<file path="src/rtl/pm_evt_pkg.sv">
package pm_evt_pkg;
   localparam int REG_W   = 16;
   localparam int BIT_TMR = 0;
   localparam int BIT_GBL = 5;
   localparam int BIT_PWR = 8;
   localparam int BIT_RTC = 10;
   localparam logic [REG_W-1:0] EVT_MASK =
      (REG_W'(1) << BIT_TMR) | (REG_W'(1) << BIT_GBL) |
      (REG_W'(1) << BIT_PWR) | (REG_W'(1) << BIT_RTC);
   localparam logic [5:0] OFS_STS = 6'h00;
   localparam logic [5:0] OFS_EN  = 6'h02;
   localparam logic [5:0] OFS_CTL = 6'h04;
   localparam logic [5:0] OFS_TLO = 6'h08;
   localparam logic [5:0] OFS_THI = 6'h0A;
endpackage

</file>
<file path="src/rtl/pm_win_decode.sv">
module pm_win_decode #(
   parameter int ADDR_W   = 16,
   parameter int WIN_LOG2 = 6
) (
   input  logic [31:0]         cfg_base,
   input  logic                win_en,
   input  logic [ADDR_W-1:0]   addr,
   output logic                hit,
   output logic [WIN_LOG2-1:0] offset
);
   // Base bits below the window size are dropped, so the window is aligned
   assign hit    = win_en && (addr[ADDR_W-1:WIN_LOG2] == cfg_base[ADDR_W-1:WIN_LOG2]);
   assign offset = addr[WIN_LOG2-1:0];
endmodule

</file>
<file path="src/rtl/pm_timer.sv">
module pm_timer #(
   parameter int TMR_W = 24
) (
   input  logic             clk,
   input  logic             rst_n,
   output logic [TMR_W-1:0] count,
   output logic             msb_toggle
);
   logic msb_prev_q;

   always_ff @(posedge clk or negedge rst_n) begin
      if (!rst_n) begin
         count      <= '0;
         msb_prev_q <= 1'b0;
      end else begin
         count      <= count + 1'b1;
         msb_prev_q <= count[TMR_W-1];
      end
   end

   assign msb_toggle = count[TMR_W-1] ^ msb_prev_q;
endmodule

</file>
<file path="src/rtl/pm_edge_detect.sv">
module pm_edge_detect #(
   parameter int N           = 3,
   parameter int SYNC_STAGES = 2
) (
   input  logic         clk,
   input  logic         rst_n,
   input  logic [N-1:0] din,
   output logic [N-1:0] rise
);
   logic [N-1:0] level;
   logic [N-1:0] prev_q;

   generate
      if (SYNC_STAGES == 0) begin : g_nosync
         assign level = din;
      end else begin : g_sync
         logic [SYNC_STAGES-1:0][N-1:0] chain_q;
         always_ff @(posedge clk or negedge rst_n) begin
            if (!rst_n) chain_q <= '0;
            else begin
               chain_q[0] <= din;
               for (int s = 1; s < SYNC_STAGES; s++) chain_q[s] <= chain_q[s-1];
            end
         end
         assign level = chain_q[SYNC_STAGES-1];
      end
   endgenerate

   always_ff @(posedge clk or negedge rst_n) begin
      if (!rst_n) prev_q <= '0;
      else        prev_q <= level;
   end

   assign rise = level & ~prev_q;
endmodule

</file>
<file path="src/rtl/pm_evt_regs.sv">
module pm_evt_regs
   import pm_evt_pkg::*;
(
   input  logic             clk,
   input  logic             rst_n,
   input  logic             sts_wr,
   input  logic             en_wr,
   input  logic             ctl_wr,
   input  logic [REG_W-1:0] wdata,
   input  logic             rise_rtc,
   input  logic             rise_pwr,
   input  logic             rise_gbl,
   input  logic             tmr_toggle,
   output logic [REG_W-1:0] sts,
   output logic [REG_W-1:0] en,
   output logic [REG_W-1:0] ctl,
   output logic             sci
);
   logic             tmr_armed;
   logic [REG_W-1:0] set_vec;
   logic [REG_W-1:0] clr_vec;

   assign tmr_armed = en[BIT_TMR] && !sts[BIT_TMR];

   always_comb begin
      set_vec          = '0;
      set_vec[BIT_RTC] = rise_rtc;
      set_vec[BIT_PWR] = rise_pwr;
      set_vec[BIT_GBL] = rise_gbl;
      set_vec[BIT_TMR] = tmr_toggle && tmr_armed;
      clr_vec          = sts_wr ? (wdata & EVT_MASK) : '0;
   end

   // A new event in the same cycle as a clear wins, so no event is lost
   always_ff @(posedge clk or negedge rst_n) begin
      if (!rst_n) begin
         sts <= '0;
         en  <= '0;
         ctl <= '0;
      end else begin
         sts <= (sts & ~clr_vec) | set_vec;
         if (en_wr)  en  <= wdata & EVT_MASK;
         if (ctl_wr) ctl <= wdata;
      end
   end

   assign sci = |(sts & en & EVT_MASK);
endmodule

</file>
<file path="src/rtl/pm_event_sci.sv">
module pm_event_sci
   import pm_evt_pkg::*;
#(
   parameter int ADDR_W      = 16,
   parameter int WIN_LOG2    = 6,
   parameter int TMR_W       = 24,
   parameter int SYNC_STAGES = 2
) (
   input  logic              clk,
   input  logic              rst_n,
   input  logic [31:0]       cfg_base,
   input  logic              cfg_win_en,
   input  logic [ADDR_W-1:0] io_addr,
   input  logic              io_wr,
   input  logic [REG_W-1:0]  io_wdata,
   output logic [REG_W-1:0]  io_rdata,
   input  logic              evt_rtc,
   input  logic              evt_pwrbtn,
   input  logic              evt_gbl,
   output logic              sci
);
   localparam int NUM_EVT = 3;

   generate
      if (TMR_W < 2 || TMR_W > 31) begin : g_bad_tmr
         $error("pm_event_sci: TMR_W must lie in 2..31");
      end
      if (WIN_LOG2 != 6) begin : g_bad_win
         $error("pm_event_sci: register map needs a 64-byte window");
      end
      if (ADDR_W <= WIN_LOG2 || ADDR_W > 32) begin : g_bad_addr
         $error("pm_event_sci: ADDR_W must exceed WIN_LOG2 and fit 32 bits");
      end
      if (SYNC_STAGES < 0 || SYNC_STAGES > 3) begin : g_bad_sync
         $error("pm_event_sci: SYNC_STAGES must lie in 0..3");
      end
   endgenerate

   logic                hit;
   logic [WIN_LOG2-1:0] offset;
   logic                sts_wr, en_wr, ctl_wr;
   logic [TMR_W-1:0]    tmr_q;
   logic                tmr_toggle;
   logic [NUM_EVT-1:0]  rise;
   logic [REG_W-1:0]    sts_q, en_q, ctrl_q;
   logic [31:0]         tmr_ext;

   pm_win_decode #(.ADDR_W(ADDR_W), .WIN_LOG2(WIN_LOG2)) u_dec (
      .cfg_base(cfg_base), .win_en(cfg_win_en), .addr(io_addr),
      .hit(hit), .offset(offset)
   );

   pm_timer #(.TMR_W(TMR_W)) u_tmr (
      .clk(clk), .rst_n(rst_n), .count(tmr_q), .msb_toggle(tmr_toggle)
   );

   pm_edge_detect #(.N(NUM_EVT), .SYNC_STAGES(SYNC_STAGES)) u_edge (
      .clk(clk), .rst_n(rst_n),
      .din({evt_rtc, evt_pwrbtn, evt_gbl}), .rise(rise)
   );

   assign sts_wr = io_wr && hit && (offset == OFS_STS);
   assign en_wr  = io_wr && hit && (offset == OFS_EN);
   assign ctl_wr = io_wr && hit && (offset == OFS_CTL);

   pm_evt_regs u_regs (
      .clk(clk), .rst_n(rst_n),
      .sts_wr(sts_wr), .en_wr(en_wr), .ctl_wr(ctl_wr), .wdata(io_wdata),
      .rise_rtc(rise[2]), .rise_pwr(rise[1]), .rise_gbl(rise[0]),
      .tmr_toggle(tmr_toggle),
      .sts(sts_q), .en(en_q), .ctl(ctrl_q), .sci(sci)
   );

   assign tmr_ext = 32'(tmr_q);

   always_comb begin
      io_rdata = '0;
      if (hit) begin
         case (offset)
            OFS_STS: io_rdata = sts_q;
            OFS_EN:  io_rdata = en_q;
            OFS_CTL: io_rdata = ctrl_q;
            OFS_TLO: io_rdata = tmr_ext[15:0];
            OFS_THI: io_rdata = tmr_ext[31:16];
            default: io_rdata = '0;
         endcase
      end
   end
endmodule


</file>
<file path="config.mk">
export PLATFORM = sky130hd
export DESIGN_NAME = pm_event_sci
export DESIGN_NICKNAME = d
export VERILOG_FILES = /design/src/rtl/pm_evt_pkg.sv /design/src/rtl/pm_win_decode.sv /design/src/rtl/pm_timer.sv /design/src/rtl/pm_edge_detect.sv /design/src/rtl/pm_evt_regs.sv /design/src/rtl/pm_event_sci.sv
export SDC_FILE = /design/constraint.sdc
export NUM_CORES = 1
export LEC_CHECK = 0
export ABC_AREA = 0
export ABC_CLOCK_PERIOD_IN_PS = 5300
export BUFFER_PORTS_ARGS = -buffer_cell sky130_fd_sc_hd__buf_2
export CAP_MARGIN = 15
export CORE_ASPECT_RATIO = 0.75
export CORE_MARGIN = 2
export CORE_UTILIZATION = 35
export DETAILED_ROUTE_END_ITERATION = 10
export HOLD_SLACK_MARGIN = 0.08
export MAX_ROUTING_LAYER = met4
export PLACE_DENSITY = 0.59
export SLEW_MARGIN = 20
export SYNTH_ARGS = -nofsm -noshare
export SYNTH_HDL_FRONTEND = slang
export SYNTH_HIERARCHICAL = 1
export SYNTH_SLANG_ARGS = --single-unit
</file>
<file path="constraint.sdc">
create_clock -name clk -period 5.3 [get_ports clk]
set_input_delay 1.06 -clock clk [delete_from_list [all_inputs] [get_ports clk]]
set_output_delay 1.06 -clock clk [all_outputs]
set_load 0.05 [all_outputs]
</file>
==> reports/metrics.yaml, run 1 <==
outcome:
  status: "finished, final reports clean"
routing:
  via_count: 2177
  top_layer_used: "met4"
  drt_iter0_markers: 99
  drt_first_pass_iters: 4
  wl_um: 6850
  met2_length_um: 3210
  vias_per_cell: 4.72
  wl_per_cell_um: 14.9
  ant_nets: 0
  wl_met1_um: 3220
  dr_wl_met3_um: 290
  drc: 0
power_and_ir_drop:
  seqPwrFrac_pct: 42.6
  p_switching_w: 0.000221
  p_int_w: 0.000832
  cellPowerDensity_nw_per_um2: 276
  leakage_nw: 1.78
  clockPowerShare_pct: 51.1
  switching_share_pct: 21.0
  comb_power_share_pct: 6.3
  ir_drop_mv: 0.207
synth:
  ys_types: 44
  synth_warnings: 6
  synth_area_um2: 3250
  ys_ff_latch: 58
  syn-instance-count: 265
  syn_area_per_cell_um2: 12.3
  ys_seq_area_share_pct: 44.6
sta:
  setup_viol: 0
  timing.fmax_mhz: 245
  worst_pin_slew_ns: 1.09
  rsz0062_at_grt: "false"
  report.final.slew_viol_count: 0
  relSlewSlack_pct: 27.6
  setup_tns_ns: 0
  finalHoldViolations: 0
  post-route-period-util_pct: 77.1
  min_period_ns: 4.09
  skew_ns: 0.00439
floorplan:
  die_x_um: 115
  rows: 30
  die-area_um2: 10100
  coreArea_um2: 9050
  die_h_um: 87.5
  initial_core_util_pct: 36.0
  io_pins: 88
clock_tree:
  clkLatencyLatePin_ns: 0.32
  cts_buffers: 9
  cts.clk_slew.worst_paths_ns: 0.05
  clockBufferDepth: 2
  cts-root-buf: "clkbuf_16"
  clock_sinks: 58
  post_cts_buffers: 0
  ctsResizeCount: 0
  cts_tree: "yes"
  postCtsHoldBufs: 0
  h-tree-depth: 3
grt:
  grt_max_degree: 59
  grt_use_total_pct: 15.2
  gr-total-overflow: 0
  grt_pass1_vias: 2229
  grt_pass1_wl_um: 11200
  antenna_found_initial: 0
worst_hold_path:
  holdCritStartpoint: "u_edge/g_sync.chain_q[2]"
  hp-class: "reg -> reg"
run:
  maxCapViolCount: 0
critical_path:
  cp-start-kind: "input pin"
  cp-end-kind: "output pin"
  critPathBufInv: 2
  cp_data_required_time_ns: 4.24
  critPathArrivalTime_ns: 3.03
  crit_path_max_fanout: 8
  crit_type: "in -> out"
  startpoint: "cfg_base[11]"
  r2r_start: "u_tmr/count[0]"
  max_stage_delay_ns: 0.63
  crit_family: "simple AND/OR/NAND/NOR gates"
  slowest_stage: "nor2_1"
  path_common_cell: "buf_2"
  path_cells: "buf_2, xnor2_1, nand3_1, nor3_2, nand2_1, nor2_1, a22o_1, buf_2"
cells_and_area:
  area_delta_synth_final_pct: 17.3
  stdcell_area_um2: 3820
  fin_nets: 400
  drive_above_1_share_pct: 36.6
  diodes: 0
placed_design:
  placed_area_um2: 3530
  gp_congestion: 0.774
  place_hpwl_um: 4840
  port_buffers: 65
[layout by cell type (no fill, tap or decap), drive strengths merged, types with 8 or more instances in the layout]
cell,Yosys,layout
a22o,8,8
mux2,24,24
clkbuf,2,14
nor2,12,12
nand3,9,9
buf,35,66
nand4,9,9
conb,1,24
dfrtp,58,58
xnor2,28,28
nand2,13,13
mux4,8,8
[state kept, by name, indices dropped and copies added (netlist names)]
| signal | flops |
|---|---|
| u_regs/ctl | 16 |
| u_edge/level | 3 |
| u_regs/sts | 4 |
| u_edge/prev_q | 3 |
| u_tmr/msb_prev_q | 1 |
| u_edge/g_sync.chain_q | 3 |
| u_regs/en | 4 |
| u_tmr/count | 24 |
[through the flow]
stage	power (W)	hold slack, ns	instances	utilization (%)	setup slack (ns)
3_5_place_dp	0.000523	0.342	445	39.0	1.21
4_1_cts	0.00107	0.353	461	42.2	1.20
5_1_grt	0.00110	0.354	461	42.2	1.06
6_report	0.00105	0.350	461	42.2	1.21
2_1_floorplan	0.000508	0.331	288	-	1.47
3_3_place_gp	0.000522	0.336	445	39.0	1.23
[kinds of logic (layout without fill, tap and decap cells)]
kind of cell             after synthesis  after routing  synth area share, %
AND/OR/NAND/NOR                       71             71                 14.0
flip-flops                            58             58                 44.6
buffers and inverters                 38             83                 9.38
multiplexers                          36             36                 16.2
XOR/XNOR                              33             33                 8.88
AO/OA/AOI/OAI                         27             27                 6.46
adder cells (fa/ha/maj)                1              1                0.384
other                                  1             24                0.115
[layout make-up]
class / count / area [um^2]
inverters: 1 / 3.75
fillers: 866 / 5230
multi-input cells: 192 / 1580
flip-flops and latches: 58 / 1450
clock buffers: 14 / 274
clock inverters: 2 / 10.0
repair buffers: 66 / 333
well taps: 128 / 160
[power groups by stage]
stage               Combinational, W  Sequential, W  Clock (W)
floorplan                  0.0000518       0.000456          0
global placement           0.0000657       0.000456          0
detailed placement         0.0000670       0.000456          0
CTS                        0.0000676       0.000449   0.000549
global route               0.0000743       0.000449   0.000572
finish                     0.0000664       0.000449   0.000538
[worst paths after layout]
path / depth (start not counted) / slack [ns] / to
worst max-delay path: 8 / 1.21 / io_rdata[0]
worst min-delay path: 0 / 0.35 / u_edge/level[2]
worst max register to register: 5 / 3.37 / u_tmr/count[12]
worst min register to register: 0 / 0.35 / u_edge/level[2]
max in group asynchronous: 2 / 3.91 / u_tmr/count[17]
min in group asynchronous: 2 / 0.88 / u_edge/level[2]
[synth_stat cells, drive strengths merged]
library cell  count  area [um^2]
a21o              3         22.5
a21oi             1         5.00
a221oi            1         8.76
a222oi            4         40.0
a22o              8         70.1
a22oi             5         37.5
a31oi             1         6.26
and2              1         6.26
and3              6         38.8
and4              3         26.3
buf              35          284
clkbuf            2         17.5
conb              1         3.75
dfrtp            58         1450
ha                1         12.5
inv               1         3.75
mux2             24          308
mux2i             4         40.0
mux4              8          180
nand2            13         48.8
nand3             9         45.0
nand3b            3         22.5
nand4             9         56.3
nor2             12         45.0
nor2b             4         47.6
nor3              4         36.3
nor3b             1         18.8
nor4              3         33.8
o21ai             4         20.0
or2               1         6.26
or3b              1         11.3
or4               1         11.3
xnor2            28          245
xor2              5         43.8
[routing by layer]
metal,up-vias,track usage [%]
met5,-,-
met4,0,4.93
met3,11,4.73
met2,46,23.4
met1,1085,19.1
li1,1035,-
(Power assumes the default switching activity.)
==> run 2, diff against run 1 <==
--- a/config.mk
+++ b/config.mk
@@ -5,8 +5,8 @@
 export SDC_FILE = /design/constraint.sdc
 export NUM_CORES = 1
 export LEC_CHECK = 0
-export ABC_AREA = 0
-export ABC_CLOCK_PERIOD_IN_PS = 5300
+export ABC_AREA = 1
+export ABC_CLOCK_PERIOD_IN_PS = 3500
 export BUFFER_PORTS_ARGS = -buffer_cell sky130_fd_sc_hd__buf_2
 export CAP_MARGIN = 15
 export CORE_ASPECT_RATIO = 0.75
@@ -15,7 +15,7 @@
 export DETAILED_ROUTE_END_ITERATION = 10
 export HOLD_SLACK_MARGIN = 0.08
 export MAX_ROUTING_LAYER = met4
-export PLACE_DENSITY = 0.59
+export PLACE_DENSITY = 0.6
 export SLEW_MARGIN = 20
 export SYNTH_ARGS = -nofsm -noshare
 export SYNTH_HDL_FRONTEND = slang
==> constraint.sdc (replaced) <==
create_clock -name clk -period 3.5 [get_ports clk]
set_input_delay 0.7 -clock clk [delete_from_list [all_inputs] [get_ports clk]]
set_output_delay 0.7 -clock clk [all_outputs]
set_load 0.05 [all_outputs]
==> reports/metrics.yaml, run 2 <==
outcome:
  status: "finished, final reports clean"
clock_tree:
  cts_tree: "yes"
  clkLatencyLatePin_ns: 0.33
  h-tree-depth: 3
  cts_buffers: 9
  ctsResizeCount: 0
  post_cts_buffers: 0
  cts.clk_slew.worst_paths_ns: 0.05
  cts-root-buf: "clkbuf_16"
  postCtsHoldBufs: 0
  clockBufferDepth: 2
  clock_sinks: 58
floorplan:
  die_x_um: 125
  rows: 33
  die-area_um2: 11800
  initial_core_util_pct: 35.5
  coreArea_um2: 10800
  io_pins: 88
  die_h_um: 94.6
critical_path:
  worstSetupPathDepth: 10
  max_stage_delay_ns: 0.30
  cp-start-kind: "input pin"
  timing.rr.end: "u_tmr/count[22]"
  reg2reg_slack_ns: 2.14
  path_cells: "buf_2, nor2_4, buf_4, nand2_2, nor2_4, nand2_1, nand2_1, nor2_1, nor2_1, buf_2"
  cp_data_required_time_ns: 2.80
  critPathArrivalTime_ns: 2.21
  crit_type: "in -> out"
  crit_family: "simple AND/OR/NAND/NOR gates"
  ff2ff_path_depth: 8
  cp-endpoint: "io_rdata[0]"
  crit_path_max_fanout: 17
  startpoint: "io_addr[5]"
  critPathBufInv: 3
  slowest_stage: "nor2_4"
  r2r_start: "u_tmr/count[1]"
  cp-end-kind: "output pin"
cells_and_area:
  stdcell_area_um2: 4480
  regMostFlops: "u_tmr/count"
  area_delta_synth_final_pct: 17.0
  reg_top3: "u_tmr/count: 24 flops, u_regs/ctl: 16 flops"
  final_cell_mix: "nand2_1, inv_1, buf_2, dfrtp_1, nor2_1"
  drive_above_1_share_pct: 21.7
  diodes: 0
  fin_nets: 665
  largest_reg_flops: 24
  mostFrequentLayoutCell: "nand2_1"
grt:
  use_met3_pct: 5.44
  met2_usage_pct: 24.5
  grt_max_degree: 41
  gr-usage-met1_pct: 23.7
  grt_pass1_wl_um: 15600
  grt_use_total_pct: 17.4
  top_usage_layer: "met2"
  gr-total-overflow: 0
  antenna_found_initial: 0
  grt_pass1_vias: 3184
routing:
  drt_first_pass_iters: 5
  wl_um: 9100
  drc: 0
  drt_iter0_markers: 190
  vias_per_cell: 4.48
  via_count: 3308
  wl_per_cell_um: 12.3
  ant_nets: 0
power_and_ir_drop:
  cellPowerDensity_nw_per_um2: 376
  leakage_nw: 2.44
  power_w: 0.00168
  ir_drop_mv: 0.309
placed_design:
  gp_congestion: 0.864
  place_hpwl_um: 6960
  port_buffers: 65
  placed_area_um2: 4170
synth:
  yosysMostFrequentCell: "nand2_1"
  synth_top_area_share_pct: 37.9
  ys_async_sr_fraction_pct: 100
  synth_warnings: 6
  syn_area_per_cell_um2: 7.23
  yosys.area.top_type: "dfrtp_1"
  ys_types: 24
  yosys-top-cells-count: "nand2_1, inv_1, dfrtp_1, nor2_1, buf_4"
  ys_top_cells_by_area: "dfrtp_1, nand2_1, buf_4"
  syn-instance-count: 529
  synth_edf_count: 0
  ys_seq_area_share_pct: 37.9
  synth_area_um2: 3830
  ys_ff_latch: 58
  synth-main-ff-cell: "dfrtp_1"
sta:
  report.final.slew_viol_count: 0
  timing.fmax_mhz: 343
  worst_pin_slew_ns: 0.913
  rsz0062_at_grt: "false"
  setup_tns_ns: 0
  finalHoldViolations: 0
  skew_ns: 0.00449
  post-route-period-util_pct: 83.2
  setup_viol: 0
  min_period_ns: 2.91
  relSlewSlack_pct: 39.1
worst_hold_path:
  hp-class: "reg -> reg"
  worst_hold_path.num_cells: 0
run:
  maxCapViolCount: 0
[run 2: cell types whose count changed in the layout (fill, tap and decap cells not counted), moves of 16 or more]
cell,delta
nor2_1,+40
nand4_1,+23
xnor2_1,-20
nand2_1,+150
o21ai_0,+16
inv_1,+66
[run 2: worst min-delay path by stage]
stage | startpoint | endpoint | slack (ns)
global placement | u_edge/g_sync.chain_q[2] | u_edge/level[2] | 0.33
global route | u_edge/g_sync.chain_q[1] | u_edge/level[1] | 0.36
detailed placement | u_edge/g_sync.chain_q[1] | u_edge/level[1] | 0.34
finish | u_edge/g_sync.chain_q[2] | u_edge/level[2] | 0.35
floorplan | u_edge/g_sync.chain_q[0] | u_edge/level[0] | 0.33
CTS | u_edge/g_sync.chain_q[2] | u_edge/level[2] | 0.35
[run 2: routing by layer]
layer / routed length [um] / share of wire (%) / vias to the layer above
li1: - / - / 1715
met1: 4590 / 50 / 1496
met2: 3830 / 42 / 86
met3: 552 / 6.1 / 11
met4: 130 / 1.4 / 0
met5: 0 / 0 / -
[run 2: area by class of cell]
class	count	area, um^2
clock inverters	5	52.6
repair buffers	74	393
inverters	68	255
fillers	1100	6300
well taps	140	175
clock buffers	11	253
flip-flops and latches	58	1450
multi-input cells	382	1900
[run 2: stage by stage]
step / setup slack [ns] / hold WS (ns) / utilization (%) / std cells
after floorplan: 0.686 / 0.331 / - / 552
after global placement: 0.619 / 0.334 / 38.7 / 722
after detailed placement: 0.590 / 0.337 / 38.7 / 722
after CTS: 0.587 / 0.350 / 41.5 / 738
after global routing: 0.436 / 0.356 / 41.5 / 738
final: 0.588 / 0.345 / 41.5 / 738
[run 2: cell families (layout without fill, tap and decap cells)]
family | after synthesis | count (layout) | share of synthesized area, %
AND/OR/NAND/NOR | 317 | 317 | 39.6
buffers and inverters | 112 | 158 | 14.8
flip-flops | 58 | 58 | 37.9
AO/OA/AOI/OAI | 22 | 22 | 2.88
XOR/XNOR | 18 | 18 | 4.32
adder cells (fa/ha/maj) | 1 | 1 | 0.327
other | 1 | 24 | 0.0980
[run 2: power breakdown]
part / internal, W / leakage [nW] / switching (W)
combinational: 0.0000413 / 1.64 / 0.0000706
sequential: 0.000677 / 0.650 / 0.00000211
clock: 0.000585 / 0.151 / 0.000308
total: 0.00130 / 2.44 / 0.000381
[run 2: worst register-to-register path, stage by stage, from the launching register on]
cell and delay (ns):
dfrtp_1 0.38, ha_1 0.22, nand2_2 0.11, nor2_8 0.15
nand2_2 0.10, nor2_4 0.14, nand2_1 0.06, nand2_1 0.05
nand2_1 0.04
